## src/rtl/exc_vec_pkg.sv

```systemverilog
package exc_vec_pkg;

   typedef enum logic [1:0] {
      CAUSE_NONE  = 2'd0,
      CAUSE_STACK = 2'd1,
      CAUSE_ADDR  = 2'd2,
      CAUSE_SWI   = 2'd3
   } cause_e;

   typedef enum logic [1:0] {
      FS_IDLE = 2'd0,
      FS_HI   = 2'd1,
      FS_LO   = 2'd2,
      FS_LOAD = 2'd3
   } fetch_st_e;

   function automatic logic is_fault(cause_e c);
      return (c == CAUSE_STACK) || (c == CAUSE_ADDR);
   endfunction

endpackage

```

## src/rtl/exc_detect.sv

```systemverilog
module exc_detect
   import exc_vec_pkg::*;
#(
   parameter int DADDR_W  = 20,
   parameter int IMEM_AW  = 8,
   parameter int ADDR_LIM = 32'hFF00,
   parameter int ES_SLOT  = 2,
   parameter int IA_SLOT  = 4,
   parameter int SWI_BASE = 6
) (
   input  logic               pop_req,
   input  logic               stack_empty,
   input  logic               mem_valid,
   input  logic [DADDR_W-1:0] mem_addr,
   input  logic               int_req,
   input  logic               int_sel,
   output cause_e             cause,
   output logic [IMEM_AW-1:0] slot
);

   localparam logic [DADDR_W-1:0] LIM_V   = DADDR_W'(ADDR_LIM);
   localparam logic [IMEM_AW-1:0] ES_A    = IMEM_AW'(ES_SLOT);
   localparam logic [IMEM_AW-1:0] IA_A    = IMEM_AW'(IA_SLOT);
   localparam logic [IMEM_AW-1:0] SWI0_A  = IMEM_AW'(SWI_BASE);
   localparam logic [IMEM_AW-1:0] SWI2_A  = IMEM_AW'(SWI_BASE + 2);

   logic stack_hit;
   logic addr_hit;

   assign stack_hit = pop_req && stack_empty;
   assign addr_hit  = mem_valid && (mem_addr > LIM_V);

   always_comb begin
      cause = CAUSE_NONE;
      slot  = '0;
      if (stack_hit) begin
         cause = CAUSE_STACK;
         slot  = ES_A;
      end else if (addr_hit) begin
         cause = CAUSE_ADDR;
         slot  = IA_A;
      end else if (int_req) begin
         cause = CAUSE_SWI;
         slot  = int_sel ? SWI2_A : SWI0_A;
      end
   end

endmodule

```

## src/rtl/exc_epc.sv

```systemverilog
module exc_epc #(
   parameter int PC_W = 32
) (
   input  logic            clk,
   input  logic            rst_n,
   input  logic            capture,
   input  logic [PC_W-1:0] pc_in,
   output logic [PC_W-1:0] epc
);

   always_ff @(posedge clk) begin
      if (!rst_n)
         epc <= '0;
      else if (capture)
         epc <= pc_in;
   end

endmodule

```

## src/rtl/exc_vec_fetch.sv

```systemverilog
module exc_vec_fetch
   import exc_vec_pkg::*;
#(
   parameter int WORD_W   = 16,
   parameter int IMEM_AW  = 8,
   parameter bit HI_FIRST = 1'b1
) (
   input  logic                clk,
   input  logic                rst_n,
   input  logic                start,
   input  logic [IMEM_AW-1:0]  slot,
   output logic                rd_en,
   output logic [IMEM_AW-1:0]  rd_addr,
   input  logic [WORD_W-1:0]   rd_data,
   output logic                busy,
   output logic                pc_load,
   output logic [2*WORD_W-1:0] pc_value
);

   localparam int VEC_W = 2 * WORD_W;

   fetch_st_e          st_q;
   logic [IMEM_AW-1:0] base_q;
   logic [WORD_W-1:0]  first_q;
   logic [VEC_W-1:0]   joined;

   always_ff @(posedge clk) begin
      if (!rst_n) begin
         st_q    <= FS_IDLE;
         base_q  <= '0;
         first_q <= '0;
      end else begin
         unique case (st_q)
            FS_IDLE: if (start) begin
               st_q   <= FS_HI;
               base_q <= slot;
            end
            FS_HI:   st_q <= FS_LO;
            FS_LO: begin
               st_q    <= FS_LOAD;
               first_q <= rd_data;
            end
            FS_LOAD: st_q <= FS_IDLE;
            default: st_q <= FS_IDLE;
         endcase
      end
   end

   assign busy    = (st_q != FS_IDLE);
   assign rd_en   = (st_q == FS_HI) || (st_q == FS_LO);
   assign rd_addr = (st_q == FS_LO) ? base_q + IMEM_AW'(1) : base_q;
   assign pc_load = (st_q == FS_LOAD);

   generate
      if (HI_FIRST) begin : g_hi_first
         assign joined = {first_q, rd_data};
      end else begin : g_lo_first
         assign joined = {rd_data, first_q};
      end
   endgenerate

   assign pc_value = pc_load ? joined : '0;

endmodule

```

## src/rtl/exc_vector_ctrl.sv

```systemverilog
module exc_vector_ctrl
   import exc_vec_pkg::*;
#(
   parameter int WORD_W   = 16,
   parameter int DADDR_W  = 20,
   parameter int IMEM_AW  = 8,
   parameter int ADDR_LIM = 32'hFF00,
   parameter int ES_SLOT  = 2,
   parameter int IA_SLOT  = 4,
   parameter int SWI_BASE = 6,
   parameter bit HI_FIRST = 1'b1,
   localparam int PC_W    = 2 * WORD_W
) (
   input  logic               clk,
   input  logic               rst_n,
   input  logic [PC_W-1:0]    instr_pc,
   input  logic               mem_valid,
   input  logic [DADDR_W-1:0] mem_addr,
   input  logic               pop_req,
   input  logic               stack_empty,
   input  logic               int_req,
   input  logic               int_sel,
   output logic               imem_rd_en,
   output logic [IMEM_AW-1:0] imem_rd_addr,
   input  logic [WORD_W-1:0]  imem_rd_data,
   output logic               flush,
   output logic               busy,
   output logic               pc_load,
   output logic [PC_W-1:0]    pc_value,
   output logic [PC_W-1:0]    epc
);

   generate
      if (WORD_W < 4) begin : g_bad_word
         $error("exc_vector_ctrl: WORD_W too small");
      end
      if ((SWI_BASE + 3) >= (1 << IMEM_AW)) begin : g_bad_slot
         $error("exc_vector_ctrl: vector slots exceed instruction address space");
      end
      if (ADDR_LIM >= (1 << DADDR_W)) begin : g_bad_lim
         $error("exc_vector_ctrl: address limit outside data address space");
      end
   endgenerate

   cause_e             cause;
   logic [IMEM_AW-1:0] slot;
   logic               take;

   exc_detect #(
      .DADDR_W (DADDR_W),
      .IMEM_AW (IMEM_AW),
      .ADDR_LIM(ADDR_LIM),
      .ES_SLOT (ES_SLOT),
      .IA_SLOT (IA_SLOT),
      .SWI_BASE(SWI_BASE)
   ) u_detect (
      .pop_req    (pop_req),
      .stack_empty(stack_empty),
      .mem_valid  (mem_valid),
      .mem_addr   (mem_addr),
      .int_req    (int_req),
      .int_sel    (int_sel),
      .cause      (cause),
      .slot       (slot)
   );

   assign take  = !busy && (cause != CAUSE_NONE);
   assign flush = take;

   exc_epc #(
      .PC_W(PC_W)
   ) u_epc (
      .clk    (clk),
      .rst_n  (rst_n),
      .capture(take && is_fault(cause)),
      .pc_in  (instr_pc),
      .epc    (epc)
   );

   exc_vec_fetch #(
      .WORD_W  (WORD_W),
      .IMEM_AW (IMEM_AW),
      .HI_FIRST(HI_FIRST)
   ) u_fetch (
      .clk     (clk),
      .rst_n   (rst_n),
      .start   (take),
      .slot    (slot),
      .rd_en   (imem_rd_en),
      .rd_addr (imem_rd_addr),
      .rd_data (imem_rd_data),
      .busy    (busy),
      .pc_load (pc_load),
      .pc_value(pc_value)
   );

endmodule


```

## config.mk

```make
export PLATFORM = sky130hd
export DESIGN_NAME = exc_vector_ctrl
export DESIGN_NICKNAME = d
export VERILOG_FILES = /design/src/rtl/exc_vec_pkg.sv /design/src/rtl/exc_detect.sv /design/src/rtl/exc_epc.sv /design/src/rtl/exc_vec_fetch.sv /design/src/rtl/exc_vector_ctrl.sv
export SDC_FILE = /design/constraint.sdc
export NUM_CORES = 1
export LEC_CHECK = 0
export ABC_AREA = 0
export BUFFER_PORTS_ARGS = -buffer_cell sky130_fd_sc_hd__buf_4
export CAP_MARGIN = 5
export CORE_ASPECT_RATIO = 1.25
export CORE_UTILIZATION = 43
export DETAILED_ROUTE_END_ITERATION = 12
export MAX_ROUTING_LAYER = met4
export PLACE_DENSITY = 0.8
export SETUP_SLACK_MARGIN = 0.1
export SYNTH_ARGS = -nofsm -noshare
export SYNTH_HDL_FRONTEND = slang
export SYNTH_SLANG_ARGS = --single-unit
export TNS_END_PERCENT = 50
```

## constraint.sdc

```tcl
create_clock -name clk -period 2.7 [get_ports clk]
set_input_delay 0.135 -clock clk [delete_from_list [all_inputs] [get_ports clk]]
set_output_delay 0.135 -clock clk [all_outputs]
set_load 0.01 [all_outputs]
```

Yosys cells after proc, flatten, opt, wreduce, memory -nomap -nowiden
Cells that the tools add are included.

Add/subtract/negate cells: 1. Mux-type cells: 11. Eq/ne operators: 6. Reduce and logical (&&, ||, !) cells: 11. Magnitude comparators: 1.

Operators with widths (count): 2-to-1 mux 32 bit (1); 2-to-1 mux 8 bit (4); greater-than comparator 20 x 16 -> 1 bit, second input constant (1); adder 8 x 1 -> 8 bit, second input constant (1); 2-to-1 mux 2 bit (4); one-hot mux 2 bit (4 select lines) (1); == test 2 bit, second input constant (3); == test 2 x 1 -> 1 bit, second input constant (2); logical AND 1 bit (4); 2-to-1 mux 4 bit (1); nonzero test 2 bit (2); zero test 2 bit (1); logical OR 1 bit (2); != test 2 bit, second input constant (1); AND reduction 2 bit (1); zero test 1 bit (1).

Input bits: 75. Word-level logic and storage cells: 34. Register bits: 58. Output and inout port bits: 76.

Depth between registers and ports, before layout
Gate-level depths: netlist of run 1.

Depth in word-level cells: 8. Gate-level depth with buffers: 12. Gate-level depth less buffers: 10.

Hierarchy
Synthesis of run 1 repeated with hierarchy kept, for this count alone.

Cell total of the unflattened synthesis: 293. Area, all modules: 2902.8 um^2.

By module, submodules not included: exc_vec_fetch (cells an instance 156, sequential area each 520.5 um^2, times used 1, area each 1408.9 um^2); exc_epc (cells an instance 103, sequential area each 640.6 um^2, times used 1, area each 1243.7 um^2); exc_detect (cells an instance 29, sequential area each 0.0 um^2, times used 1, area each 214.0 um^2); exc_vector_ctrl (cells an instance 5, sequential area each 0.0 um^2, times used 1, area each 36.3 um^2).

Worst setup path before layout of run 1
No wires, ideal clock.

Kind: input-to-reg. Start point: input mem_addr[9]. End point: register u_epc.epc[15]. Cell stages on the path: 12. Arrival time: 1.907 ns. Path buffers: 2. Library setup time: 0.071 ns. Setup slack: 0.722 ns. Path through: nand4_1 > a211o_1 > a21bo_2 > a22o_1 > ha_1 > nand2b_2 > inv_2 > and2_4 > buf_8 > buf_12 > nand2_2 > a21oi_2.

Word-level cells in the longest chain between the ends: 7.

RTL lines: start, declared (line exc_vector_ctrl.sv:18) `input logic [DADDR_W-1:0] mem_addr,`; greater-than comparator 20 x 16 -> 1 bit (line exc_detect.sv:31) `assign addr_hit = mem_valid && (mem_addr > LIM_V);`; logical AND 1 bit (line exc_detect.sv:31); 2-to-1 mux 2 bit (line exc_detect.sv:39) `end else if (addr_hit) begin`; 2-to-1 mux 2 bit (line exc_detect.sv:36) `if (stack_hit) begin`; nonzero test 2 bit (line exc_vector_ctrl.sv:67) `assign take = !busy && (cause != CAUSE_NONE);`; logical AND 1 bit (line exc_vector_ctrl.sv:67); net flush (line exc_vector_ctrl.sv:26) `output logic flush,`; logical AND 1 bit (line exc_vector_ctrl.sv:75) `.capture(take && is_fault(cause)),`; end signal, assigned (line exc_epc.sv:15) `epc <= pc_in;`; end, declared (line exc_epc.sv:8) `output logic [PC_W-1:0] epc`.

The timed path passes the listed nets, and every way through them passes these cells. A chain may end at the register's enable or synchronous reset.

Worst setup path in the final report of run 1
Start point: input mem_addr[9]. End point: register u_epc.epc[6].

Word-level cells in the longest chain between the ends: 7.

RTL lines: greater-than comparator 20 x 16 -> 1 bit (*) (line exc_detect.sv:31); logical AND 1 bit (*) (line exc_detect.sv:31); 2-to-1 mux 2 bit (*) (line exc_detect.sv:39); 2-to-1 mux 2 bit (*) (line exc_detect.sv:36); == test 2 x 1 -> 1 bit, or another cell as far along (line exc_vec_pkg.sv:18) `return (c == CAUSE_STACK) || (c == CAUSE_ADDR);`; logical OR 1 bit or logical AND 1 bit (tied branches) (line exc_vec_pkg.sv:18, exc_vector_ctrl.sv:67); logical AND 1 bit (*) (line exc_vector_ctrl.sv:75).

Mark *: on every way between the ends. The rest lies on a longest branch, timed or not.

==> results of run 1 <==
-- cells by family after synthesis --
kind of cell	Yosys count
AO/OA/AOI/OAI	47
adder cells (fa/ha/maj)	4
buffers and inverters	27
flip-flops	53
multiplexers	16
other	1
AND/OR/NAND/NOR	130
-- power by group through the flow --
stage,registers (mW),clock network [mW],logic [mW]
2_1_floorplan,1.08,0,0.757
3_3_place_gp,1.04,0,1.15
3_5_place_dp,1.05,0,1.18
4_1_cts,1.03,0.526,1.18
5_1_grt,1.05,0.553,1.28
6_report,1.03,0.509,1.17
-- flip-flops by register name, summed over array words and instances, names as in the netlist --
signal and cells:
u_fetch.base_q 3, u_epc.epc 32, u_fetch.first_q 16, u_fetch.st_q 2
-- per-layer routing --
| layer | part of all wire (%) | vias up |
|---|---|---|
| met5 | 0 | - |
| met3 | 8.4 | 8 |
| met1 | 42 | 1041 |
| li1 | - | 1169 |
| met2 | 48 | 108 |
| met4 | 1.2 | 0 |
-- through the flow --
stage | instance area (um2) | hold slack [ns] | total power [mW] | setup slack (ns)
6_report | 3642 | 0.07099 | 2.704 | 0.6845
5_1_grt | 3642 | 0.06049 | 2.881 | 0.4890
4_1_cts | 3642 | 0.05875 | 2.736 | 0.6680
2_1_floorplan | 2490 | 0.2619 | 1.834 | 0.7216
3_3_place_gp | 3538 | 0.3822 | 2.193 | 0.4443
3_5_place_dp | 3538 | 0.3848 | 2.223 | 0.3671
-- worst paths after layout --
path                        end  cells past startpoint
hold / removal    u_epc.epc[23]                      3
hold reg to reg   u_epc.epc[29]                      2
setup / recovery   u_epc.epc[6]                     11
setup reg to reg   u_epc.epc[6]                      7
-- worst register-to-register path: cells and delay by family, from the launching register on --
family          cells  cell delay (ns)
compound gates      1             0.13
simple gates        3             0.70
buf+inv             2             0.19
flops               1             0.33
fa+ha+maj           1             0.28
-- area by class of cell --
| class | count | area, um2 |
|---|---|---|
| Inverter | 6 | 22.52 |
| Clock inverter | 2 | 35.03 |
| Fill cell | 485 | 1838 |
| Multi-Input combinational cell | 201 | 1249 |
| Clock buffer | 5 | 68.82 |
| Tap cell | 64 | 80.08 |
| Sequential cell | 53 | 1061 |
| Timing Repair Buffer | 150 | 1126 |
-- layout by cell type, fill, tap and decap left out, drive strengths merged --
master / synthesis / final
buf: 13 / 150
conb: 1 / 4
a32oi: 1 / 1
dfxtp: 53 / 53
clkinv: 0 / 1
nor2: 19 / 19
a31oi: 1 / 1
o31a: 1 / 1
inv: 6 / 6
nor4: 3 / 3
nand2b: 1 / 1
bufinv: 0 / 1
clkbuf: 8 / 5
o21ai: 3 / 3
ha: 4 / 4
nand2: 67 / 67
nand4: 3 / 3
nand3: 2 / 2
and2: 35 / 35
a211o: 1 / 1
a22o: 1 / 1
a21bo: 1 / 1
a21oi: 37 / 37
a22oi: 1 / 1
mux2i: 16 / 16
==> out/qor.yml, run 1 <==
hp-class: "in -> reg"
pwr-share-clk_pct: 18.8
ys_types: 31
final_util_pct: 66.46
path_class: "in -> reg"
design.core.area_um2: 5480
leakage_nw: 1.651
wl_mm: 5.857
status: "completed"
hold_viol: 0
grt_pass1_vias: 2152
antenna_found_initial: 0
synth_warnings: 0
worstReg2RegStart: "u_fetch.st_q[0]"
synthAdderAreaFrac_pct: 2.019
fin_cells: 481
start_util_pct: 45.23
p_per_area_nw_per_um2: 742.3
vdd_ir_drop_max_uv: 530.3
seq_area_frac_synth_pct: 42.81
max_stage_delay_ns: 0.44
grt_util_met2_pct: 34.88
first_pass_iters: 4
vias: 2326
syn_area_um2: 2479
cp.required_ns: 2.93
gr-total-overflow: 0
startpoint: "mem_addr[9]"
wire_per_inst_um: 12.18
layout-drive-gt1-share_pct: 51.08
grt_pass1_wl_mm: 9.370
gr-usage-met1_pct: 20.65
post_cts_resize_count: 0
switching_power_mw: 0.9458
fmax_mhz: 496.1
yosys.area.top_type_share_pct: 42.81
detail_route.iter0.violations: 72
routed_via_density: 4.836
min_period_ns: 2.016
slew-limit-headroom_pct: 36.34
maxSlewViolCount: 0
synthSimpleGateAreaFrac_pct: 26.30
path_clk_slew_ns: 0.09
synthTopCellsByCount: "53 x dfxtp_1, 47 x nand2_1, 33 x and2_1"
cp_max_fo: 32
async_reset_ff_share_pct: 0
final_antenna_net_count: 0
synthFlopType: "dfxtp_1"
grtUsageTotal_pct: 19.50
cp_num_buf_inv: 2
netlist_top_cells_area: "dfxtp_1 43%, a21oi_2 11%, and2_1 8.3%"
cts_tree: "done"
grt_busiest_layer: "met2"
synth.ff_latch_count: 53
die_w_um: 69.91
num_io_pins: 151
yosysTopAreaCell: "dfxtp_1"
die_y_um: 86.89
fin_skew_ns: 0.006900
internal_power_mw: 1.758
power_frac_comb_pct: 43.1
cts_setup_buffers: 0
end_kind: "flop"
root_buffer: "clkbuf_8"
p_seq_share_pct: 38.0
clk_path_buf_depth: 2
area_growth_pct: 46.95
drc: 0
synth_xor_area_share_pct: 0
synth_mux_area_share_pct: 6.461
ctsHoldBuffers: 0
dieArea_um2: 6074
synth_top_family_by_area: "simple AND/OR/NAND/NOR gates"
finalSetupViolCount: 0
cap_violations: 0
use_met3_pct: 5.556
cp_slowest_cell: "and2_4"
synthMostInstantiatedCell: "dfxtp_1"
diodes: 0
hpwl_mm: 4.392
final.period_utilization_pct: 74.65
hold_path_startpoint: "instr_pc[23]"
rrSetupSlack_ns: 1.02
place_congestion: 0.9399
syn_inst: 278
finalSetupTns_ns: 0
nNetsFinal: 496
critPathLaunchType: "input port"
rsz0062_at_grt: "no"
htreeDepth: 2
rows: 30
crit_family: "simple AND/OR/NAND/NOR gates"
cts_sinks: 53
io_buffers: 146
worstPathCellList: "buf_4 > nand4_1 > a211o_1 > a21bo_2 > a22o_1 > ha_1 > nand2b_2 > inv_2 > and2_4 > nand2_1 > a21oi_2"
avgSynthCellArea_um2: 8.916
synth-edff-count: 0
clkLatencyLatePin_ns: 0.29
p_sw_share_pct: 34.98
cp.arrival_ns: 2.24
synth_compound_area_share_pct: 14.99
dp_cells: 474
grt_max_degree: 45
tightest_slew_ns: 0.9535
cts-buffers-inserted: 5
(Power assumes the default switching activity.)
==> inputs of run 2 (changes only) <==
clock period = 2 ns   (was 2.7 ns; I/O delays follow)
==> out/qor.yml, run 2 (synthesized netlist as in run 1, its figures left out) <==
detail_route.iter0.violations: 57
cts_tree: "done"
grt_util_met2_pct: 35.49
design.core.area_um2: 5480
final_cell_mix: "153 x buf_4, 53 x dfxtp_1, 47 x nand2_1"
routed_via_density: 4.784
finalSetupTns_ns: 0
io_buffers: 146
cts_setup_buffers: 0
cp.arrival_ns: 1.91
cts_sinks: 53
status: "completed"
cts-buffers-inserted: 5
multi_input_area_um2: 1254
gr-total-overflow: 0
cap_violations: 0
grt_pass1_wl_mm: 9.963
cp.required_ns: 2.23
wire_per_inst_um: 12.32
gr-usage-met1_pct: 23.35
vdd_ir_drop_max_uv: 700.3
regMostFlops: "u_epc.epc"
first_pass_iters: 4
critPathLaunchType: "input port"
clk_path_buf_depth: 2
end_kind: "flop"
hold_viol: 0
worstReg2RegStart: "u_fetch.st_q[0]"
reg_top3: "u_epc.epc x32, u_fetch.first_q x16, u_fetch.base_q x3"
rows: 30
min_path_cells: 3
hold_path_end: "u_epc.epc[27]"
hp-class: "in -> reg"
final_util_pct: 67.51
layout-drive-gt1-share_pct: 51.66
clkLatencyLatePin_ns: 0.30
area_growth_pct: 49.27
grt_max_degree: 34
maxSlewViolCount: 0
leakage_nw: 1.683
timing.final.ws_setup_ns: 0.3182
p_per_area_nw_per_um2: 976.1
fmax_mhz: 594.6
die_w_um: 69.91
final_antenna_net_count: 0
pre_cts_ws_ns: 0.02718
r2r_cells: 8
path_class: "in -> reg"
post_cts_resize_count: 0
dieArea_um2: 6074
nNetsFinal: 502
start_util_pct: 45.23
min_period_ns: 1.682
die_y_um: 86.89
final.period_utilization_pct: 84.09
ctsHoldBuffers: 0
grt_pass1_vias: 2226
fillers: 470
antenna_found_initial: 0
htreeDepth: 2
vias: 2325
hpwl_mm: 4.667
fin_skew_ns: 0.006314
largest_reg_flops: 32
final_common_cell: "buf_4"
r2r-end: "u_epc.epc[0]"
wl_mm: 5.989
rrSetupSlack_ns: 0.52
place_congestion: 0.9138
diodes: 0
rsz0062_at_grt: "no"
cp_max_fo: 17
finalSetupViolCount: 0
use_met3_pct: 6.250
hold_path_startpoint: "instr_pc[27]"
grtUsageTotal_pct: 20.70
num_io_pins: 151
grt_busiest_layer: "met2"
seq_area_um2: 1061
root_buffer: "clkbuf_8"
drc: 0
path_clk_slew_ns: 0.09
## run 2: cell count changes in the layout (fill, tap and decap cells not counted), sizes merged
cell / before / now
bufinv: 1 / 0
buf: 150 / 156
## run 2: stage by stage
| stage | hold WS, ns | area (um2) | power, mW | cells |
|---|---|---|---|---|
| floorplan | 0.2269 | 2495 | 2.489 | 281 |
| global placement | 0.3446 | 3626 | 3.065 | 480 |
| detailed placement | 0.3516 | 3626 | 3.108 | 480 |
| CTS | 0.02652 | 3700 | 3.662 | 486 |
| global route | 0.02467 | 3700 | 3.875 | 486 |
| finish | 0.03796 | 3700 | 3.611 | 486 |
## run 2: per-layer routing
| metal | part of all wire, % | up-vias |
|---|---|---|
| li1 | - | 1183 |
| met1 | 41 | 1034 |
| met2 | 49 | 102 |
| met3 | 8.4 | 6 |
| met4 | 1.0 | 0 |
| met5 | 0 | - |
## run 2: critical path, cell delays in order
cell and delay, ns:
buf_4 0.08, nand4_1 0.09, a211o_1 0.29, a21bo_2 0.22, a22o_1 0.18, ha_1 0.19
nand2b_4 0.16, inv_2 0.08, and2_4 0.18, buf_12 0.16, nand2_1 0.08, a21oi_2 0.11
## run 2: area by class of cell
type | instances | share of cell area (%)
multi-input combinational | 201 | 33.89
sequential | 53 | 28.68
tap | 64 | 2.164
timing repair buffer | 156 | 32.67
inverter | 6 | 0.6087
clock inverter | 1 | 0.1353
clock buffer | 5 | 1.860
## run 2: worst max-delay path by stage
stage / startpoint / end / slack, ns / depth (start not counted)
2_1_floorplan: mem_addr[9] / u_epc.epc[15] / 0.10 / 12
3_3_place_gp: mem_addr[9] / u_epc.epc[1] / 0.08 / 12
3_5_place_dp: mem_addr[9] / u_epc.epc[5] / 0.03 / 12
4_1_cts: mem_addr[9] / u_epc.epc[5] / 0.34 / 12
5_1_grt: mem_addr[9] / u_fetch.base_q[2] / 0.20 / 10
6_report: mem_addr[9] / u_epc.epc[0] / 0.32 / 12
## run 2: power by group
part / leakage (nW) / switching [mW] / internal [mW]
logic: 1.21 / 0.855 / 0.822
registers: 0.433 / 0.114 / 1.28
clock network: 0.0399 / 0.312 / 0.231
total: 1.68 / 1.28 / 2.33
==> inputs of run 3 (changes only) <==
ABC_AREA = 1   (was 0)
clock period = 1.6 ns   (was 2 ns; I/O delays follow)
==> out/qor.yml, run 3 <==
hp-class: "in -> reg"
cp.required_ns: 1.52
detail_route.iter0.violations: 57
cp_common_cell: "inv_2"
io_buffers: 146
design.core.area_um2: 5443
regMostFlops: "u_epc.epc"
final_cell_mix: "155 x buf_4, 85 x nand2_1, 52 x dfxtp_1"
min_path_cells: 3
largest_reg_flops: 32
reg_top3: "u_epc.epc x32, u_fetch.first_q x16, u_fetch.base_q x3"
min_period_ns: 1.437
area_growth_pct: 59.25
end_kind: "primary output"
synth-edff-count: 0
layout-drive-gt1-share_pct: 36.83
grt_pass1_vias: 2523
syn_area_um2: 2435
p_per_area_nw_per_um2: 1313
seq_area_um2: 1062
hold_slack_ns: 0.01665
grt_max_degree: 34
hpwl_mm: 4.892
vias: 2699
finalSetupTns_ns: 0
critPathLaunchType: "flop"
die_y_um: 86.13
routed_via_density: 4.743
start_util_pct: 44.74
ys_types: 20
die_w_um: 69.31
multi_input_area_um2: 1080
final.period_utilization_pct: 89.82
num_io_pins: 151
clkLatencyLatePin_ns: 0.30
final_util_pct: 71.24
total_power_mw: 5.091
synthFlopType: "dfxtp_1"
maxSlewViolCount: 0
vdd_ir_drop_max_uv: 771.1
root_buffer: "clkbuf_8"
htreeDepth: 2
startpoint: "u_fetch.st_q[0]"
synthTopCellsByCount: "86 x nand2_1, 53 x dfxtp_1, 47 x inv_1"
final_antenna_net_count: 0
fmax_mhz: 695.8
clk_path_buf_depth: 2
cp_slowest_cell: "dfxtp_1"
drc: 0
cap_violations: 0
r2r_cells: 8
antenna_found_initial: 0
finalSetupViolCount: 0
wire_per_inst_um: 11.99
worstPathCellList: "inv_2 > ha_4 > inv_2 > nor2_8 > buf_12 > buf_4"
max_stage_delay_ns: 0.39
path_class: "reg -> out"
cp.arrival_ns: 1.36
netlist_top_cells_area: "dfxtp_1 44%, nand2_1 13%, a21oi_1 7.8%"
final_common_cell: "buf_4"
synth.ff_latch_count: 53
nNetsFinal: 583
yosysTopAreaCell: "dfxtp_1"
fin_cells: 569
hold_path_startpoint: "imem_rd_data[10]"
dieArea_um2: 5969
grt_pass1_wl_mm: 10.92
hold_viol: 0
cts_sinks: 53
cts_tree: "done"
path_clk_slew_ns: 0.09
gr-total-overflow: 0
grtUsageTotal_pct: 22.87
dp_cells: 552
status: "completed"
fillers: 464
leakage_nw: 2.122
yosys.area.top_type_share_pct: 43.58
cts-buffers-inserted: 5
worstReg2RegStart: "u_fetch.st_q[0]"
synthMostInstantiatedCell: "nand2_1"
first_pass_iters: 4
wl_mm: 6.820
rows: 30
async_reset_ff_share_pct: 0
cp_max_fo: 7
fin_skew_ns: 0.005734
diodes: 0
synth_warnings: 0
place_congestion: 0.7557
seq_area_frac_synth_pct: 43.58
rsz0062_at_grt: "no"
syn_inst: 352
avgSynthCellArea_um2: 6.917
[run 3: cell count changes after synthesis, sizes merged, moves of 15 or more]
cell,before,now
and2,35,1
inv,6,48
mux2i,16,0
nand2,67,88
nand3,2,35
nor2,19,39
o21ai,3,18
[run 3: kinds of logic after synthesis]
logic type | share of synthesized area, %
AOI/OAI and AO/OA | 11.51
adders and majority gates | 2.056
DFF | 43.58
and+or+nand+nor | 28.42
other | 0.1540
buffers and inverters | 14.29
[run 3: power by group]
part | internal [mW] | switching [mW] | total, mW
clock | 0.309 | 0.424 | 0.733
combinational | 1.26 | 1.25 | 2.51
sequential | 1.66 | 0.188 | 1.85
total | 3.23 | 1.87 | 5.09
[run 3: worst paths after layout]
path | end | slack [ns]
max | flush | 0.16
min | u_fetch.first_q[10] | 0.02
max reg2reg | u_fetch.base_q[1] | 0.19
min reg2reg | u_epc.epc[7] | 0.47
[run 3: repair_timing]
| action | CTS | global route |
|---|---|---|
| gates resized for setup | 3 | 14 |
| gates cloned | 1 | 1 |
| hold buffers | 2 | 0 |
| buffers inserted | 2 | 3 |
| endpoints found under the hold margin | 2 | 0 |
| pin swaps | 1 | 5 |
| setup endpoints to repair | 29 | 60 |
[run 3: critical path, delay by kind of cell (launching register included)]
| kind | cells | cell delay (ns) |
|---|---|---|
| simple gates | 1 | 0.05 |
| flops | 1 | 0.39 |
| buf+inv | 4 | 0.44 |
| fa+ha+maj | 1 | 0.17 |
[run 3: per-stage QoR]
stage | setup slack [ns] | cell area, um2
final | 0.1629 | 3877
after floorplan | 0.05869 | 2446
after detailed placement | -0.08420 | 3607
after CTS | 0.06396 | 3784
after global placement | -0.01425 | 3607
after global routing | 0.1028 | 3877
[run 3: layout make-up]
type	instances	area share (%)
clock buffers	6	1.872
clock inverters	2	0.3872
well taps	64	2.065
flip-flops and latches	53	27.40
multi-input cells	228	27.85
repair buffers	166	35.50
inverters	50	4.937
[run 3: per-layer routing]
metal | vias up | track usage (%) | wire, um
met5 | - | - | 0
met3 | 7 | 6.110 | 458
met4 | 0 | 7.607 | 65
li1 | 1381 | - | -
met1 | 1192 | 23.89 | 2775
met2 | 119 | 41.48 | 3521
